**src/rtl/cke_pkg.sv**
```systemverilog
package cke_pkg;
  typedef enum logic [2:0] {
    CMD_NOP  = 3'd0,
    CMD_ACT  = 3'd1,
    CMD_RD   = 3'd2,
    CMD_WR   = 3'd3,
    CMD_DEAC = 3'd4,
    CMD_DALL = 3'd5
  } cmdCode_t;

  typedef enum logic [1:0] {
    ST_RUN  = 2'd0,
    ST_SUSP = 2'd1,
    ST_PDN  = 2'd2
  } ckeState_t;

  // strobes from control to datapath
  typedef struct packed {
    logic clkEn;   // this edge counts
    logic pdMode;  // currently powered down
  } ctrlStrobes_t;
endpackage

```
**src/rtl/cke_ctrl.sv**
```systemverilog
module cke_ctrl
  import cke_pkg::*;
#(
  parameter int SUSP_EXIT_EDGES = 2,
  parameter int PD_EXIT_EDGES   = 1
) (
  input  logic         clk,
  input  logic         rstN,
  input  logic         cke,
  input  logic         burstActive,
  output ctrlStrobes_t strobes,
  output logic         suspendActive,
  output logic         powerdownActive
);
  localparam int MAX_EDGES = (SUSP_EXIT_EDGES > PD_EXIT_EDGES) ? SUSP_EXIT_EDGES : PD_EXIT_EDGES;
  localparam int CNT_W     = $clog2(MAX_EDGES + 1);

  ckeState_t        state, stateNext;
  logic [CNT_W-1:0] exitCnt, exitCntNext, needCnt;
  logic             exitDone;

  always_comb begin
    needCnt  = (state == ST_SUSP) ? CNT_W'(SUSP_EXIT_EDGES - 1) : CNT_W'(PD_EXIT_EDGES - 1);
    exitDone = (exitCnt == needCnt);
  end

  always_comb begin
    stateNext   = state;
    exitCntNext = exitCnt;
    unique case (state)
      ST_RUN: begin
        exitCntNext = '0;
        if (!cke) stateNext = burstActive ? ST_SUSP : ST_PDN;
      end
      default: begin
        if (!cke) begin
          exitCntNext = '0;
        end else if (exitDone) begin
          exitCntNext = '0;
          stateNext   = ST_RUN;
        end else begin
          exitCntNext = exitCnt + 1'b1;
        end
      end
    endcase
  end

  always_ff @(posedge clk) begin
    if (!rstN) begin
      state   <= ST_RUN;
      exitCnt <= '0;
    end else begin
      state   <= stateNext;
      exitCnt <= exitCntNext;
    end
  end

  always_comb begin
    strobes.clkEn   = cke && ((state == ST_RUN) || exitDone);
    strobes.pdMode  = (state == ST_PDN);
    suspendActive   = (state == ST_SUSP);
    powerdownActive = (state == ST_PDN);
  end

  // a low clock-enable never yields an accepted edge
  assert_no_accept_low_R2: assert property (@(posedge clk) disable iff (!rstN)
    !cke |-> !strobes.clkEn);
  // the two low-power states are exclusive
  assert_exclusive_states_R4: assert property (@(posedge clk) disable iff (!rstN)
    !(suspendActive && powerdownActive));
  // leaving suspend needs two high samples in a row
  assert_suspend_exit_R6: assert property (@(posedge clk) disable iff (!rstN)
    $fell(suspendActive) |-> $past(cke) && $past(cke, 2));
  // entering suspend only happens with a running burst
  assert_suspend_entry_R3: assert property (@(posedge clk) disable iff (!rstN)
    $rose(suspendActive) |-> $past(burstActive) && !$past(cke));
endmodule

```
**src/rtl/cke_datapath.sv**
```systemverilog
module cke_datapath
  import cke_pkg::*;
#(
  parameter int NUM_BANKS = 2,
  parameter int BURST_LEN = 4,
  localparam int BANK_W   = (NUM_BANKS > 1) ? $clog2(NUM_BANKS) : 1,
  localparam int POS_W    = (BURST_LEN > 1) ? $clog2(BURST_LEN) : 1
) (
  input  logic              clk,
  input  logic              rstN,
  input  ctrlStrobes_t      strobes,
  input  logic [2:0]        cmdCode,
  input  logic [BANK_W-1:0] cmdBank,
  output logic              burstActive,
  output logic [POS_W-1:0]  burstPos,
  output logic              minPower
);
  logic [NUM_BANKS-1:0] bankOpen;
  logic                 startBurst;

  assign startBurst = strobes.clkEn &&
                      ((cmdCode == CMD_RD) || (cmdCode == CMD_WR));

  for (genvar b = 0; b < NUM_BANKS; b++) begin : g_bank
    always_ff @(posedge clk) begin
      if (!rstN) begin
        bankOpen[b] <= 1'b0;
      end else if (strobes.clkEn) begin
        if (cmdCode == CMD_ACT && cmdBank == BANK_W'(b))
          bankOpen[b] <= 1'b1;
        else if ((cmdCode == CMD_DEAC && cmdBank == BANK_W'(b)) || cmdCode == CMD_DALL)
          bankOpen[b] <= 1'b0;
      end
    end
  end

  always_ff @(posedge clk) begin
    if (!rstN) begin
      burstActive <= 1'b0;
      burstPos    <= '0;
    end else if (startBurst) begin
      burstActive <= 1'b1;
      burstPos    <= '0;
    end else if (strobes.clkEn && burstActive) begin
      if (burstPos == POS_W'(BURST_LEN - 1)) begin
        burstActive <= 1'b0;
        burstPos    <= '0;
      end else begin
        burstPos <= burstPos + 1'b1;
      end
    end
  end

  assign minPower = strobes.pdMode && (bankOpen == '0);

  // without an enabled edge the burst does not move
  assert_burst_frozen_R3: assert property (@(posedge clk) disable iff (!rstN)
    !strobes.clkEn |=> $stable(burstPos) && $stable(burstActive));
  // bank state changes only on enabled edges
  assert_banks_hold_R5: assert property (@(posedge clk) disable iff (!rstN)
    !strobes.clkEn |=> $stable(bankOpen));
  // the lowest-power flag implies power-down
  assert_min_in_pd_R8: assert property (@(posedge clk) disable iff (!rstN)
    minPower |-> strobes.pdMode);
endmodule

```
**src/rtl/cke_suspend_ctrl.sv**
```systemverilog
module cke_suspend_ctrl
  import cke_pkg::*;
#(
  parameter int NUM_BANKS       = 2,
  parameter int BURST_LEN       = 4,
  parameter int SUSP_EXIT_EDGES = 2,
  parameter int PD_EXIT_EDGES   = 1,
  localparam int BANK_W = (NUM_BANKS > 1) ? $clog2(NUM_BANKS) : 1,
  localparam int POS_W  = (BURST_LEN > 1) ? $clog2(BURST_LEN) : 1
) (
  input  logic              clk,
  input  logic              rstN,
  input  logic              cke,
  input  logic [2:0]        cmdCode,
  input  logic [BANK_W-1:0] cmdBank,
  output logic              cmdAcceptEn,
  output logic              suspendActive,
  output logic              powerdownActive,
  output logic              minPower,
  output logic              burstActive,
  output logic [POS_W-1:0]  burstPos
);
  ctrlStrobes_t strobes;

  cke_ctrl #(
    .SUSP_EXIT_EDGES(SUSP_EXIT_EDGES),
    .PD_EXIT_EDGES  (PD_EXIT_EDGES)
  ) i_ctrl (
    .clk            (clk),
    .rstN           (rstN),
    .cke            (cke),
    .burstActive    (burstActive),
    .strobes        (strobes),
    .suspendActive  (suspendActive),
    .powerdownActive(powerdownActive)
  );

  cke_datapath #(
    .NUM_BANKS(NUM_BANKS),
    .BURST_LEN(BURST_LEN)
  ) i_dp (
    .clk        (clk),
    .rstN       (rstN),
    .strobes    (strobes),
    .cmdCode    (cmdCode),
    .cmdBank    (cmdBank),
    .burstActive(burstActive),
    .burstPos   (burstPos),
    .minPower   (minPower)
  );

  assign cmdAcceptEn = strobes.clkEn;
endmodule

```
**config.mk**
```make
export PLATFORM = sky130hd
export DESIGN_NAME = cke_suspend_ctrl
export DESIGN_NICKNAME = d
export VERILOG_FILES = /design/src/rtl/cke_pkg.sv /design/src/rtl/cke_ctrl.sv /design/src/rtl/cke_datapath.sv /design/src/rtl/cke_suspend_ctrl.sv
export SDC_FILE = /design/constraint.sdc
export NUM_CORES = 1
export LEC_CHECK = 0
export ABC_AREA = 1
export BUFFER_PORTS_ARGS = -buffer_cell sky130_fd_sc_hd__buf_4
export CAP_MARGIN = 5
export CORE_UTILIZATION = 32
export CTS_CLUSTER_DIAMETER = 50
export DETAILED_ROUTE_END_ITERATION = 8
export GPL_TIMING_DRIVEN = 1
export MAX_ROUTING_LAYER = met4
export PLACE_DENSITY = 0.52
export SYNTH_ARGS = -nofsm -noshare
export SYNTH_HDL_FRONTEND = slang
export SYNTH_SLANG_ARGS = --single-unit
```
**constraint.sdc**
```tcl
create_clock -name clk -period 1.1 [get_ports clk]
set_clock_uncertainty 0.1 [all_clocks]
set_input_delay 0.22 -clock clk [delete_from_list [all_inputs] [get_ports clk]]
set_output_delay 0.22 -clock clk [all_outputs]
set_load 0.01 [all_outputs]
```
==> results.md <==
| Result | This run | Unit |
|:---|:---|:---|
| Status | finished with violations | - |
| Violations in the final reports | setup timing | - |
| Number of max-slew violations in the final report | 0 | - |
| Largest family of logic cells by synthesized area | simple AND/OR/NAND/NOR gates | - |
| Multiplexer area fraction after synthesis | 0 | % |
| DRC violation count after routing | 0 | - |
| Clock transition at path regs | 60 | ps |
| Synthesized area per cell | 6.73 | sq um |
| Reg2Reg Setup Slack | -210 | ps |
| Number of unique standard cell types used by synthesis | 17 | - |
| Gp weighted congestion | 0.709 | - |
| Switching power | 213 | uW |
| Routed via count | 579 | - |
| Sequential share of power | 44.8 | % |
| H-tree depth reported by CTS | 1 | - |
| Hold-fix buffer count after cts | 0 | - |
| Initial cell density of the core | 36.4 | % |
| Number of buffers created by CTS | 3 | - |
| Sw Ratio | 27.9 | % |
| Net count of the finished layout | 114 | - |
| GR Util met1 | 22.6 | % |
| Fraction of final layout cells sized beyond drive strength 1 | 55.2 | % |
| Number of design-rule violations left by the first detailed-router iteration | 11 | - |
| Static leakage power | 0.000372 | uW |
| Utilization after layout | 63.2 | % |
| CTS Sinks | 9 | - |
| Number of global-route vias before repair | 538 | - |
| Biggest area contributors in the synthesized netlist | sky130_fd_sc_hd__dfxtp_1, sky130_fd_sc_hd__nand2_1, sky130_fd_sc_hd__nor2_1 | - |
| Number of buffers between clock root and the deepest sink | 2 | - |
| Area growth, synth to finish | 73.4 | % |
| Worst slew margin relative to its limit | 84.7 | % |
| Max-cap violations | 0 | - |
| Top Ports | 14 | - |
| Antenna violations before repair | 0 | - |
| Worst-path fanout max | 3 | - |
| Dominant cell type by area after synthesis | sky130_fd_sc_hd__dfxtp_1 | - |
| EDFF count, synth | 0 | - |
| Clock latency at the later pin of the worst-skew pair | 260 | ps |
| Routed WL | 1310 | um |
| Number of instances in the synthesized netlist | 74 | - |
| Async set-or-reset flop fraction in the synthesized netlist | 0 | % |
| GRT busiest layer | met2 | - |
| Startpoint of the lowest-slack hold path | rstN | - |
| P_int | 551 | uW |
| Worst hold endpoint | i_dp.burstPos[0] | - |
| Number of rows created at floorplan | 13 | - |
| WHS Path Cells | 3 | - |
| Start of the worst register-to-register path | i_ctrl.exitCnt[1] | - |
| Die X | 41.5 | um |
| FMAX | 0.698 | GHz |
| Final clock period utilization by the worst path | 130 | % |
| Pwr dens | 885 | nW/um^2 |
| Most used flip-flop cell after synthesis | sky130_fd_sc_hd__dfxtp_1 | - |
| Transition at the pin with the smallest max-transition slack | 229 | ps |
| Worst-case hold slack | 136 | ps |
| Combinational share of power | 21.4 | % |
| Required time reported for the critical path endpoint | 780 | ps |
| Area fraction in compound gates after synthesis | 13.3 | % |
| R2R Path End | i_dp.burstPos[1] | - |
| Pre-CTS worst setup slack | -116 | ps |
| Flip-flop and latch count after synthesis | 9 | - |
| Maximum vdd ir drop | 875 | uV |
| DP HPWL | 888 | um |
| Global routing met2 resource utilization | 25.3 | % |
| Part of the Yosys area used for sequential elements | 36.2 | % |
| Part of the total power dissipated in the clock network | 33.9 | % |
| Die Span Y | 41.5 | um |
| Core footprint | 1370 | sq um |
| Final TNS setup | -2250 | ps |
| WP data arrival | 1110 | ps |
| Worst setup slack after layout | -334 | ps |
| Post-synthesis simple-gate area fraction | 40.5 | % |
| Area fraction of the dominant cell type after synthesis | 36.2 | % |
| Path depth of the worst reg2reg path | 9 | - |
| Buffer type at the clock tree root | sky130_fd_sc_hd__clkbuf_4 | - |
| Routed via count divided by cell count | 4.83 | - |
| DR pass1 iterations | 2 | - |
| Type of origin of the critical path | flop | - |
| Xor-xnor portion of the synthesized cell area | 0 | % |
| First-pass GRT wire length | 2270 | um |
| Number of nets in the synthesized netlist | 82 | - |
| Post-DRT Antenna Nets | 0 | - |
| Sort of element at the end of the critical path | output pin | - |
| Global Route Usage Sum | 17.3 | % |
| Finish-stage setup viols | 11 | - |
| Diodes inserted | 0 | - |
| CTS tree | yes | - |
| Classification of the worst-slack hold path | in -> reg | - |
| Count of port buffers added during placement | 13 | - |
| Detailed-route wire length per cell | 10.9 | um |
| Met3 track demand over resource | 6.52 | % |
| Maximum number of pins on one net before global-route repair | 6 | - |
| Setup repair after global routing missed its margin | yes | - |
| Synthesized area | 498 | sq um |
| Die Area | 1720 | sq um |
| Final min period | 1430 | ps |
| Crit path kind | reg -> out | - |
| Commonest cells post-synth | sky130_fd_sc_hd__nand2_1, sky130_fd_sc_hd__nor2_1, sky130_fd_sc_hd__dfxtp_1, sky130_fd_sc_hd__inv_1 | - |
| Yosys warning count | 0 | - |
| Post-synthesis share of cell area spent on full adders, half adders and majority gates | 2.51 | % |
| Number of failing hold endpoints at the final stage | 0 | - |
| Remaining global-route overflow | 0 | - |
## area by class of cell
type / instances / area (sq um)
fillers: 122 / 503
multi-input cells: 55 / 353
repair buffers: 27 / 229
flip-flops and latches: 9 / 199
inverters: 10 / 37.5
clock buffers: 4 / 26.3
well taps: 15 / 18.8
## flip-flops by register name (all words and copies together), names as in the netlist
| name | count |
|---|---|
| i_ctrl.exitCnt | 2 |
| i_ctrl.state | 2 |
| i_dp.bankOpen | 2 |
| i_dp.burstPos | 2 |
| i_dp.burstActive | 1 |
## per-layer routing
layer | wire [um] | part of all wire, %
met5 | 0 | 0
met4 | 5 | 0.38
met3 | 58 | 4.4
met2 | 669 | 51
met1 | 578 | 44
## cells in the final DEF (no fill, tap or decap), types with 2 or more instances in the layout
cell / instances
sky130_fd_sc_hd__dfxtp_2: 3
sky130_fd_sc_hd__inv_1: 7
sky130_fd_sc_hd__a21oi_1: 3
sky130_fd_sc_hd__nor2_4: 2
sky130_fd_sc_hd__clkbuf_4: 3
sky130_fd_sc_hd__nand3_1: 8
sky130_fd_sc_hd__dfxtp_4: 4
sky130_fd_sc_hd__nand2_1: 10
sky130_fd_sc_hd__buf_4: 20
sky130_fd_sc_hd__dfxtp_1: 2
sky130_fd_sc_hd__nor2_1: 12
sky130_fd_sc_hd__nand2_2: 4
sky130_fd_sc_hd__a21oi_2: 5
sky130_fd_sc_hd__inv_2: 3
sky130_fd_sc_hd__nand2_4: 2
sky130_fd_sc_hd__buf_6: 7
## power groups by stage
stage                     clock network [uW]  logic [uW]  registers [uW]
after floorplan                            0        60.0             355
after global placement                     0         125             354
after detailed placement                   0         124             354
after CTS                                267         145             350
after global routing                     290         180             343
final                                    259         163             342
## repair_timing
item / 4_1_cts / 5_1_grt
resized for setup: 18 / 14
setup buffers: 5 / 4
pin swaps: 8 / 4
setup endpoints to repair: 11 / 15
## critical path, cell delays in order, from the launching register on
cell and delay [ps]:
sky130_fd_sc_hd__dfxtp_4 360, sky130_fd_sc_hd__o21ai_4 180, sky130_fd_sc_hd__nand2_4 80, sky130_fd_sc_hd__nor2_4 120, sky130_fd_sc_hd__buf_6 110
## cell families (layout without fill, tap and decap cells)
group,count (synthesis),in the layout
AOI/OAI and AO/OA,12,12
and+or+nand+nor,42,42
buffers and inverters,10,41
adders and majority gates,1,1
DFF,9,9
## stage by stage
step | power, uW | area (sq um) | std cells
2_1_floorplan | 415 | 509 | 74
3_3_place_gp | 479 | 671 | 108
3_5_place_dp | 478 | 671 | 108
4_1_cts | 762 | 783 | 116
5_1_grt | 813 | 863 | 120
6_report | 764 | 863 | 120
## how the worst max path moves through the flow
stage                     depth (start not counted)              start               end
after floorplan                                   6  i_ctrl.exitCnt[1]  i_dp.burstPos[1]
after global placement                            4  i_ctrl.exitCnt[1]       cmdAcceptEn
after detailed placement                          4  i_ctrl.exitCnt[1]       cmdAcceptEn
after CTS                                         4  i_ctrl.exitCnt[0]       cmdAcceptEn
after global routing                              6  i_ctrl.exitCnt[1]       cmdAcceptEn
final                                             4  i_ctrl.exitCnt[1]       cmdAcceptEn
Power figures use the tool's default switching activity.
